$ cat src/rtl/ssr_pkg.sv
package ssr_pkg;
   typedef enum logic [1:0] {
      KIND_PASS  = 2'd0,
      KIND_FIXED = 2'd1,
      KIND_UNREP = 2'd2
   } ssr_kind_e;
endpackage

$ cat src/rtl/ssr_classify.sv
module ssr_classify #(
   parameter int SAMPLE_W = 12,
   parameter int FIELD_W  = 6
) (
   input  logic [SAMPLE_W-1:0] smp,
   output logic                stuck
);
   logic [FIELD_W-1:0] low_field;
   assign low_field = smp[FIELD_W-1:0];
   // all-zero or all-one low field marks a suspect code
   assign stuck = (low_field == '0) || (low_field == '1);
endmodule

$ cat src/rtl/ssr_window.sv
module ssr_window #(
   parameter int SAMPLE_W = 12,
   parameter int DEPTH    = 4
) (
   input  logic                           clk,
   input  logic                           rst_n,
   input  logic                           shift,
   input  logic [SAMPLE_W-1:0]            in_data,
   input  logic                           in_flag,
   output logic [DEPTH-1:0][SAMPLE_W-1:0] win_data,
   output logic [DEPTH-1:0]               win_flag
);
   // slot 0 is the oldest entry, slot DEPTH-1 the newest
   for (genvar g = 0; g < DEPTH; g++) begin : g_slot
      logic [SAMPLE_W-1:0] nxt_d;
      logic                nxt_f;
      if (g == DEPTH - 1) begin : g_tail
         assign nxt_d = in_data;
         assign nxt_f = in_flag;
      end else begin : g_body
         assign nxt_d = win_data[g+1];
         assign nxt_f = win_flag[g+1];
      end
      always_ff @(posedge clk) begin
         if (!rst_n) begin
            win_data[g] <= '0;
            win_flag[g] <= 1'b0;
         end else if (shift) begin
            win_data[g] <= nxt_d;
            win_flag[g] <= nxt_f;
         end
      end
   end
endmodule

$ cat src/rtl/ssr_interp.sv
module ssr_interp
   import ssr_pkg::*;
#(
   parameter int SAMPLE_W = 12,
   parameter int RUN_MAX  = 3
) (
   input  logic [RUN_MAX:0][SAMPLE_W-1:0]    win_data,
   input  logic [RUN_MAX:0]                  win_flag,
   input  logic [SAMPLE_W-1:0]               prev_good,
   input  logic                              have_good,
   input  logic [$clog2(RUN_MAX+2)-1:0]      prev_cnt,
   output logic [SAMPLE_W-1:0]               res_data,
   output logic [SAMPLE_W-1:0]               next_good,
   output ssr_kind_e                         kind
);
   localparam int CNT_W = $clog2(RUN_MAX + 2);
   localparam int LEN_W = $clog2(2 * RUN_MAX + 3);
   localparam int NUM_W = SAMPLE_W + LEN_W;

   logic [LEN_W-1:0]    fwd, run_len, pos;
   logic                open_run;
   logic [SAMPLE_W-1:0] interp_val;

   // count suspect samples directly after the oldest slot, pick the bounding good one
   always_comb begin
      fwd      = '0;
      open_run = 1'b1;
      for (int i = 1; i <= RUN_MAX; i++) begin
         if (open_run && win_flag[i]) fwd = fwd + LEN_W'(1);
         else                         open_run = 1'b0;
      end
      next_good = win_data[RUN_MAX];
      for (int i = RUN_MAX; i >= 1; i--) begin
         if (LEN_W'(i) == fwd + LEN_W'(1)) next_good = win_data[i];
      end
      pos     = LEN_W'(prev_cnt) + LEN_W'(1);
      run_len = pos + fwd;
   end

   if (RUN_MAX == 1) begin : g_avg_only
      logic [SAMPLE_W:0] sum;
      assign sum        = {1'b0, prev_good} + {1'b0, next_good};
      assign interp_val = sum[SAMPLE_W:1];
   end else begin : g_general
      logic [NUM_W-1:0] num, quo;
      always_comb begin
         num = NUM_W'(prev_good) * NUM_W'(run_len + LEN_W'(1) - pos)
             + NUM_W'(next_good) * NUM_W'(pos);
         quo = num / NUM_W'(run_len + LEN_W'(1));
      end
      assign interp_val = quo[SAMPLE_W-1:0];
   end

   always_comb begin
      kind     = KIND_PASS;
      res_data = win_data[0];
      if (win_flag[0]) begin
         if (fwd == LEN_W'(RUN_MAX) || run_len > LEN_W'(RUN_MAX)) begin
            kind = KIND_UNREP;
         end else begin
            kind     = KIND_FIXED;
            res_data = have_good ? interp_val : next_good;
         end
      end
   end
endmodule

$ cat src/rtl/sample_stuck_repair.sv
module sample_stuck_repair
   import ssr_pkg::*;
#(
   parameter int SAMPLE_W = 12,
   parameter int FIELD_W  = 6,
   parameter int RUN_MAX  = 3
) (
   input  logic                clk,
   input  logic                rst_n,
   input  logic                in_valid,
   output logic                in_ready,
   input  logic [SAMPLE_W-1:0] in_sample,
   output logic                out_valid,
   input  logic                out_ready,
   output logic [SAMPLE_W-1:0] out_sample,
   output logic                out_fixed,
   output logic                out_unrep
);
   localparam int DEPTH  = RUN_MAX + 1;
   localparam int CNT_W  = $clog2(RUN_MAX + 2);
   localparam int FILL_W = $clog2(DEPTH + 1);

   if (FIELD_W < 1 || FIELD_W >= SAMPLE_W) begin : g_bad_field
      $error("FIELD_W must be between 1 and SAMPLE_W-1");
   end
   if (RUN_MAX < 1) begin : g_bad_run
      $error("RUN_MAX must be at least 1");
   end

   logic                           in_stuck, accept, full, emit;
   logic [FILL_W-1:0]              fill;
   logic [DEPTH-1:0][SAMPLE_W-1:0] win_data;
   logic [DEPTH-1:0]               win_flag;
   logic [SAMPLE_W-1:0]            prev_good, res_data, next_good;
   logic                           have_good;
   logic [CNT_W-1:0]               prev_cnt;
   ssr_kind_e                      kind;

   assign in_ready = !out_valid || out_ready;
   assign accept   = in_valid && in_ready;
   assign full     = (fill == FILL_W'(DEPTH));
   assign emit     = accept && full;

   ssr_classify #(.SAMPLE_W(SAMPLE_W), .FIELD_W(FIELD_W)) u_cls (
      .smp(in_sample), .stuck(in_stuck)
   );

   ssr_window #(.SAMPLE_W(SAMPLE_W), .DEPTH(DEPTH)) u_win (
      .clk(clk), .rst_n(rst_n), .shift(accept),
      .in_data(in_sample), .in_flag(in_stuck),
      .win_data(win_data), .win_flag(win_flag)
   );

   ssr_interp #(.SAMPLE_W(SAMPLE_W), .RUN_MAX(RUN_MAX)) u_fix (
      .win_data(win_data), .win_flag(win_flag),
      .prev_good(prev_good), .have_good(have_good), .prev_cnt(prev_cnt),
      .res_data(res_data), .next_good(next_good), .kind(kind)
   );

   always_ff @(posedge clk) begin
      if (!rst_n) begin
         fill      <= '0;
         prev_good <= '0;
         have_good <= 1'b0;
         prev_cnt  <= '0;
      end else begin
         if (accept && !full) fill <= fill + FILL_W'(1);
         if (emit) begin
            if (win_flag[0]) begin
               if (prev_cnt != CNT_W'(RUN_MAX + 1)) prev_cnt <= prev_cnt + CNT_W'(1);
            end else begin
               prev_cnt  <= '0;
               prev_good <= win_data[0];
               have_good <= 1'b1;
            end
         end
      end
   end

   always_ff @(posedge clk) begin
      if (!rst_n) begin
         out_valid  <= 1'b0;
         out_sample <= '0;
         out_fixed  <= 1'b0;
         out_unrep  <= 1'b0;
      end else if (emit) begin
         out_valid  <= 1'b1;
         out_sample <= res_data;
         out_fixed  <= (kind == KIND_FIXED);
         out_unrep  <= (kind == KIND_UNREP);
      end else if (out_ready) begin
         out_valid  <= 1'b0;
      end
   end

   // a stalled output word is held
   a_r8_stall_hold: assert property (@(posedge clk) disable iff (!rst_n)
      out_valid && !out_ready |=> out_valid && $stable(out_sample)
                                  && $stable(out_fixed) && $stable(out_unrep));
   // the two flags are exclusive
   a_r5_flag_excl: assert property (@(posedge clk) disable iff (!rst_n)
      out_valid |-> !(out_fixed && out_unrep));
   // a new output appears only after a full window was shifted
   a_r7_fill_first: assert property (@(posedge clk) disable iff (!rst_n)
      $rose(out_valid) |-> $past(accept && full));
   // a plain pass-through word never carries a suspect low field
   a_r2_pass_clean: assert property (@(posedge clk) disable iff (!rst_n)
      out_valid && !out_fixed && !out_unrep |->
         (out_sample[FIELD_W-1:0] != '0) && (out_sample[FIELD_W-1:0] != '1));
   // an interpolated value lies between its two bounding good samples
   a_r4_in_range: assert property (@(posedge clk) disable iff (!rst_n)
      emit && kind == KIND_FIXED && have_good |->
         (res_data >= prev_good || res_data >= next_good) &&
         (res_data <= prev_good || res_data <= next_good));
   // the run counter saturates just above the repair limit
   a_r5_cnt_bound: assert property (@(posedge clk) disable iff (!rst_n)
      prev_cnt <= CNT_W'(RUN_MAX + 1));
endmodule

$ cat config.mk
export PLATFORM = sky130hd
export DESIGN_NAME = sample_stuck_repair
export DESIGN_NICKNAME = d
export VERILOG_FILES = /design/src/rtl/ssr_pkg.sv /design/src/rtl/ssr_classify.sv /design/src/rtl/ssr_window.sv /design/src/rtl/ssr_interp.sv /design/src/rtl/sample_stuck_repair.sv
export SDC_FILE = /design/constraint.sdc
export NUM_CORES = 1
export LEC_CHECK = 0
export ABC_AREA = 1
export ABC_CLOCK_PERIOD_IN_PS = 51100
export BUFFER_PORTS_ARGS = -buffer_cell sky130_fd_sc_hd__buf_2
export CORE_MARGIN = 5
export CORE_UTILIZATION = 25
export DETAILED_ROUTE_END_ITERATION = 12
export GPL_ROUTABILITY_DRIVEN = 0
export PLACE_DENSITY = 0.44
export SYNTH_ARGS = -nofsm -noshare
export SYNTH_HDL_FRONTEND = slang
export SYNTH_HIERARCHICAL = 1
export SYNTH_SLANG_ARGS = --single-unit
$ cat constraint.sdc
create_clock -name clk -period 51.1 [get_ports clk]
set_input_delay 5.11 -clock clk [delete_from_list [all_inputs] [get_ports clk]]
set_output_delay 5.11 -clock clk [all_outputs]
set_load 0.05 [all_outputs]
==> results of run 1 <==
cell usage after synthesis (3+ instances only):
| master | count | share of area, % |
|---|---|---|
| clkbuf_1 | 10 | 0.26 |
| a21oi_2 | 4 | 0.24 |
| inv_1 | 449 | 11 |
| nor2_8 | 3 | 0.41 |
| clkinv_1 | 8 | 0.20 |
| or2_2 | 8 | 0.34 |
| o22ai_1 | 4 | 0.17 |
| a22o_1 | 6 | 0.36 |
| o31ai_1 | 4 | 0.20 |
| nor3_4 | 4 | 0.44 |
| a21oi_1 | 75 | 2.6 |
| o21a_1 | 4 | 0.20 |
| o21ai_1 | 15 | 0.51 |
| a21o_1 | 18 | 0.92 |
| nand2_1 | 533 | 14 |
| nor3_1 | 4 | 0.14 |
| nor2_1 | 287 | 7.3 |
| nand4_1 | 25 | 1.1 |
| nand4_2 | 3 | 0.26 |
| o21ai_0 | 76 | 2.6 |
| nor2_2 | 10 | 0.43 |
| o21bai_1 | 13 | 0.67 |
| xnor2_1 | 25 | 1.5 |
| buf_4 | 6 | 0.31 |
| buf_6 | 12 | 0.92 |
| nor2_4 | 10 | 0.77 |
| nand2_2 | 24 | 1.0 |
| nand3b_1 | 5 | 0.26 |
| xor2_1 | 40 | 2.4 |
| nand2_4 | 12 | 0.92 |
| nand3_1 | 89 | 3.0 |
| buf_2 | 15 | 0.51 |
| inv_2 | 16 | 0.41 |
| nand3_2 | 19 | 1.3 |
| nand3_4 | 10 | 1.2 |
| o21ai_2 | 6 | 0.36 |
| ha_1 | 134 | 11 |
| fa_1 | 121 | 17 |
| dfxtp_1 | 86 | 12 |
cell families after synthesis:
group,count (synthesis),synth area share (%)
fa+ha+maj,255,27.9
compound gates,235,9.37
other cells,2,0.0512
flops,86,11.7
simple gates,1052,32.9
xor+xnor,65,3.88
buf+inv,518,14.2
stage by stage:
stage,instances,cell area (um2),hold slack [ns],worst slack (ns)
after floorplan,2213,14700,0.449,20.97
after global placement,2971,15500,0.452,16.63
after detailed placement,2971,15500,0.455,15.57
after CTS,2986,15900,0.466,15.46
after global routing,2986,15900,0.483,11.91
final,2986,15900,0.463,15.52
worst max-delay path: cells and delay by family, from the launching register on:
family / cells / cell delay (ns)
fa+ha+maj: 26 / 9.31
buf+inv: 32 / 3.25
simple gates: 77 / 10.45
flops: 1 / 0.52
xor+xnor: 2 / 0.83
compound gates: 61 / 11.04
registers in the layout, indices dropped and copies added (netlist names):
name,flops
prev_good,12
prev_cnt,3
u_win/win_flag,1
have_good,1
out_valid,1
u_win/win_data,12
out_unrep,1
u_win/g_slot.nxt_f,3
u_win/g_slot.nxt_d,36
out_sample,12
out_fixed,1
fill,3
cell type report:
| cell class | instances | area [um2] |
|---|---|---|
| Sequential cell | 86 | 1720 |
| Fill cell | 6566 | 42000 |
| Multi-Input combinational cell | 1609 | 10900 |
| Clock buffer | 11 | 243 |
| Timing Repair Buffer | 37 | 200 |
| Inverter | 474 | 1780 |
| Clock inverter | 4 | 95.1 |
| Tap cell | 765 | 957 |
layer usage:
| layer | vias up | share of wire (%) | GRT usage, % |
|---|---|---|---|
| li1 | 6767 | - | - |
| met2 | 161 | 47 | 22.5 |
| met3 | 34 | 2.3 | 0.545 |
| met5 | - | 0 | 0 |
| met4 | 0 | 1.4 | 2.39 |
| met1 | 6076 | 49 | 18.1 |
worst min path at each step:
stage	cells after the start	to	startpoint
4_1_cts	2	out_sample[2]$_SDFFE_PN0P_	out_sample[2]$_SDFFE_PN0P_
3_3_place_gp	2	out_sample[4]$_SDFFE_PN0P_	out_sample[4]$_SDFFE_PN0P_
6_report	2	out_sample[9]$_SDFFE_PN0P_	out_sample[9]$_SDFFE_PN0P_
2_1_floorplan	2	prev_good[7]$_SDFFE_PN0P_	prev_good[7]$_SDFFE_PN0P_
3_5_place_dp	2	out_sample[2]$_SDFFE_PN0P_	out_sample[2]$_SDFFE_PN0P_
5_1_grt	2	out_sample[9]$_SDFFE_PN0P_	out_sample[9]$_SDFFE_PN0P_
==> metrics, run 1 <==
number of setup violations in the final report=0; Finished Core Util=27.4%; Worst Hold Class=reg2reg; number of antenna violations at the first check in global routing=0; top-level port count=32; effective utilization at floorplan=25.3%; sequential fraction of the synthesis area=about an eighth; top_reg_cell synth=dfxtp_1; TritonCTS clock tree=done; wire length reported by the detailed router=~42000 um; Worst slew margin=just over 30%; status=complete, no violations; startpoint type of the worst setup path=flip-flop; count of standard-cell rows=a little under 90; Crit Reg-Reg Endpoint=out_sample[0]$_SDFFE_PN0P_; Post-CTS Repair Setup Buffers=0; Seq cells post-synth=86; fin. max-slew vios=0; crit path from=prev_cnt[0]$_SDFFE_PN0P_; hold buffer count at CTS=0; first-pass GRT wire length=67700 um; clock sink count=86; largest fanout of any net on the critical path=16; synthesized netlist net count=between 2000 and 2500; floorplan die width=252 um; area grow syn2layout=8.17%; Gates resized, CTS repair=0; number of synthesized flops with an enable pin=0; Port Buf Inserts=31; type of the setup path with the least slack=reg2reg; cell area after synthesis=roughly 15000 um2; summed negative setup slack over all endpoints=0 ns; total DRC errors in the routed layout=0; fraction of synthesis flops using an asynchronous set or reset pin=0%; detailed-route vias per instance=~4.4; H-Tree Depth=3; setup repair after global routing missed its margin=false; endpoint type of the worst setup path=flip-flop; count of nets left with antenna violations after detail routing=0; hpwl dp=between 30000 and 40000 um; number of cells produced by synthesis=2213; Syn Area/Cell=roughly 6.6 um2; worst-case clock skew=between 0.007 and 0.008 ns; number of buffers added by the clock tree synthesis step=9; clock transition at the registers of the reported paths=roughly 0.060 ns; Worst setup endpoint=out_sample[0]$_SDFFE_PN0P_; Max-Cap Viols=0; CTS Root Buffer Type=clkbuf_16; highest clock rate=about 0.028 GHz; Worst path max stage delay=between 0.5 and 0.6 ns; overflow left after global routing=0; largest net degree at the start of global routing=~110; overall fraction of global-route tracks in use=between 10% and 20%; cells on worst reg2reg path=roughly 200; Critical Path Slowest Stage Cell=fa_1; most used cells in the layout excluding fill and tap cells=nand2_1 (533), inv_1 (448), nor2_1 (287), ha_1 (134), fa_1 (121); Worst Path Required=roughly 51 ns; Max Buffers Root-to-Sink=2; number of warnings printed during yosys synthesis=6; final hold viol count=0; data arrival time at the worst-slack endpoint=~36 ns; Slew @ Worst Pin=1.04 ns; share of post-route cells with drive strength above 1=8.33%; average routed wire per standard cell=14.1 um; placeable core region=57900 um2; most common cell after layout, fill and taps aside=nand2_1; number of nets in the layout=around 2500; Crit Reg-Reg Startpoint=prev_cnt[0]$_SDFFE_PN0P_; Die Span Y=~250 um; post-route minimum period=35.58 ns; routed via count=13000; fraction of the cycle the final worst path needs=between 60 and 70%; Worst R2R Setup Slack=15.52 ns; Crit path top cell by count=nand2_1; first-iteration detailed-routing DRC count=between 600 and 700; count of distinct cell types in the synthesized netlist=53; number of global-route vias before repair=approximately 13000; total inserted antenna cells=0; die area=~64000 um2; First-pass DRT Iterations=5; clock latency on the worst-skew pair=between 0.3 and 0.4 ns
Power of run 1 is not shown: default switching activity piles up to over one toggle a cycle in this logic, so the estimate is an artifact.
==> run 2: changes to the inputs <==
ABC_CLOCK_PERIOD_IN_PS = 33000   (was 51100)
clock period = 33 ns   (was 51.1 ns; I/O delays follow)
==> run 2 against run 1 <==
  * Critical path depth is 5 higher
  * First-iteration DRC count is 12% lower
  * Sequential cell count unchanged
  * Fmax rose by 16%
  * Non-clock buffer count up 36
  * Critical path type unchanged
==> metrics, run 2 (synthesis gave the netlist of run 1 again) <==
clock transition at the registers of the reported paths=0.07 ns; floorplan die width=approximately 250 um; overall fraction of global-route tracks in use=12.8%; number of flip-flops in the largest register=36; Max Buffers Root-to-Sink=2; DP Worst Slack=-1.13 ns; Port Buf Inserts=31; die area=between 60000 and 70000 um2; area grow syn2layout=12.0%; Crit Reg-Reg Startpoint=prev_cnt[1]$_SDFFE_PN0P_; hold buffer count at CTS=0; endpoint type of the worst setup path=flip-flop; highest clock rate=~0.033 GHz; average routed wire per standard cell=between 10 and 15 um; largest net degree at the start of global routing=between 60 and 70; detailed-route vias per instance=approximately 4.4; most common cell after layout, fill and taps aside=nand2_1; number of buffers added by the clock tree synthesis step=9; Slew @ Worst Pin=roughly 0.9 ns; post-route minimum period=between 30 and 40 ns; count of nets left with antenna violations after detail routing=0; wire length reported by the detailed router=around 42000 um; count of standard-cell rows=88; first-pass GRT wire length=66500 um; crit path from=prev_cnt[1]$_SDFFE_PN0P_; share of post-route cells with drive strength above 1=between 10% and 20%; largest fanout of any net on the critical path=12; Worst Hold Class=reg2reg; Die Span Y=~250 um; fraction of the cycle the final worst path needs=between 90% and 100%; most used cells in the layout excluding fill and tap cells=nand2_1 (530), inv_1 (445), nor2_1 (277), ha_1 (129), fa_1 (120); total DRC errors in the routed layout=0; number of nets in the layout=between 2000 and 3000; Layout Cells excl Fill=roughly 3000; Worst path max stage delay=roughly 0.55 ns; clock latency on the worst-skew pair=around 0.34 ns; CTS Root Buffer Type=clkbuf_16; Max-Cap Viols=0; routed via count=approximately 13000; top-level port count=32; H-Tree Depth=3; first-iteration detailed-routing DRC count=roughly 570; type of the setup path with the least slack=reg2reg; startpoint type of the worst setup path=flip-flop; startpoint of the worst hold path=out_sample[3]$_SDFFE_PN0P_; Worst slew margin=about two fifths; TritonCTS clock tree=done; Worst Path Required=33.20 ns; clock sink count=between 80 and 90; status=complete, no violations; worst-case clock skew=about 0.0073 ns; overflow left after global routing=0; fin. max-slew vios=0; placeable core region=57900 um2; hpwl dp=~35000 um; final worst slack=2.37 ns; number of setup violations in the final report=0; First-pass DRT Iterations=5; final hold viol count=0; effective utilization at floorplan=between 20% and 30%; Critical Path Slowest Stage Cell=fa_1; number of global-route vias before repair=about 13000; dpl cells=~3000; number of antenna violations at the first check in global routing=0; Crit path top cell by count=nand2_1; data arrival time at the worst-slack endpoint=roughly 30 ns
-- run 2: area by class of cell --
class	instances	area, um2
diodes	1	2.50
flip-flops and latches	86	1720
clock inverters	6	92.6
multi-input cells	1610	11200
clock buffers	10	239
well taps	765	957
repair buffers	73	478
fillers	6499	41500
inverters	474	1790
-- run 2: repair_timing --
action | in CTS | in global routing
resized for setup | 7 | 73
gates cloned | 0 | 1
endpoints found under the hold margin | 0 | 0
pin swaps | 1 | 25
setup endpoints to repair | 2 | 3
buffers inserted | 1 | 22
-- run 2: routing by layer --
layer  GRT usage [%]  vias up  routed length (um)
met3           0.525       46                1260
li1                -     6845                   -
met5               0        -                   0
met4            2.78        0                 843
met1            17.5     6135               20100
met2            22.5      236               20100
-- run 2: through the flow --
| step | hold slack (ns) | setup TNS [ns] | cell area [um2] | utilization [%] |
|---|---|---|---|---|
| after detailed placement | 0.456 | -1.52 | 15600 | 27.0 |
| after floorplan | 0.449 | 0 | 14700 | - |
| after global placement | 0.453 | -0.0620 | 15600 | 27.0 |
| after global routing | 0.481 | -0.198 | 16400 | 28.4 |
| final | 0.465 | 0 | 16400 | 28.4 |
| after CTS | 0.468 | 0 | 16000 | 27.6 |
-- run 2: worst paths after layout --
check                                             endpoint  slack (ns)  depth (start not counted)
worst min register to register  out_sample[3]$_SDFFE_PN0P_        0.47                          2
worst max register to register  out_sample[0]$_SDFFE_PN0P_        2.37                        203
worst min-delay path            out_sample[3]$_SDFFE_PN0P_        0.47                          2
worst max-delay path            out_sample[0]$_SDFFE_PN0P_        2.37                        203
-- run 2: critical path: cells and delay by family, from the launching register on --
| kind | cells | cell delay, ns |
|---|---|---|
| buf+inv | 34 | 2.85 |
| compound gates | 60 | 8.78 |
| fa+ha+maj | 27 | 9.18 |
| simple gates | 82 | 9.11 |
| flops | 1 | 0.46 |
Power of run 2 is left out for the same reason.
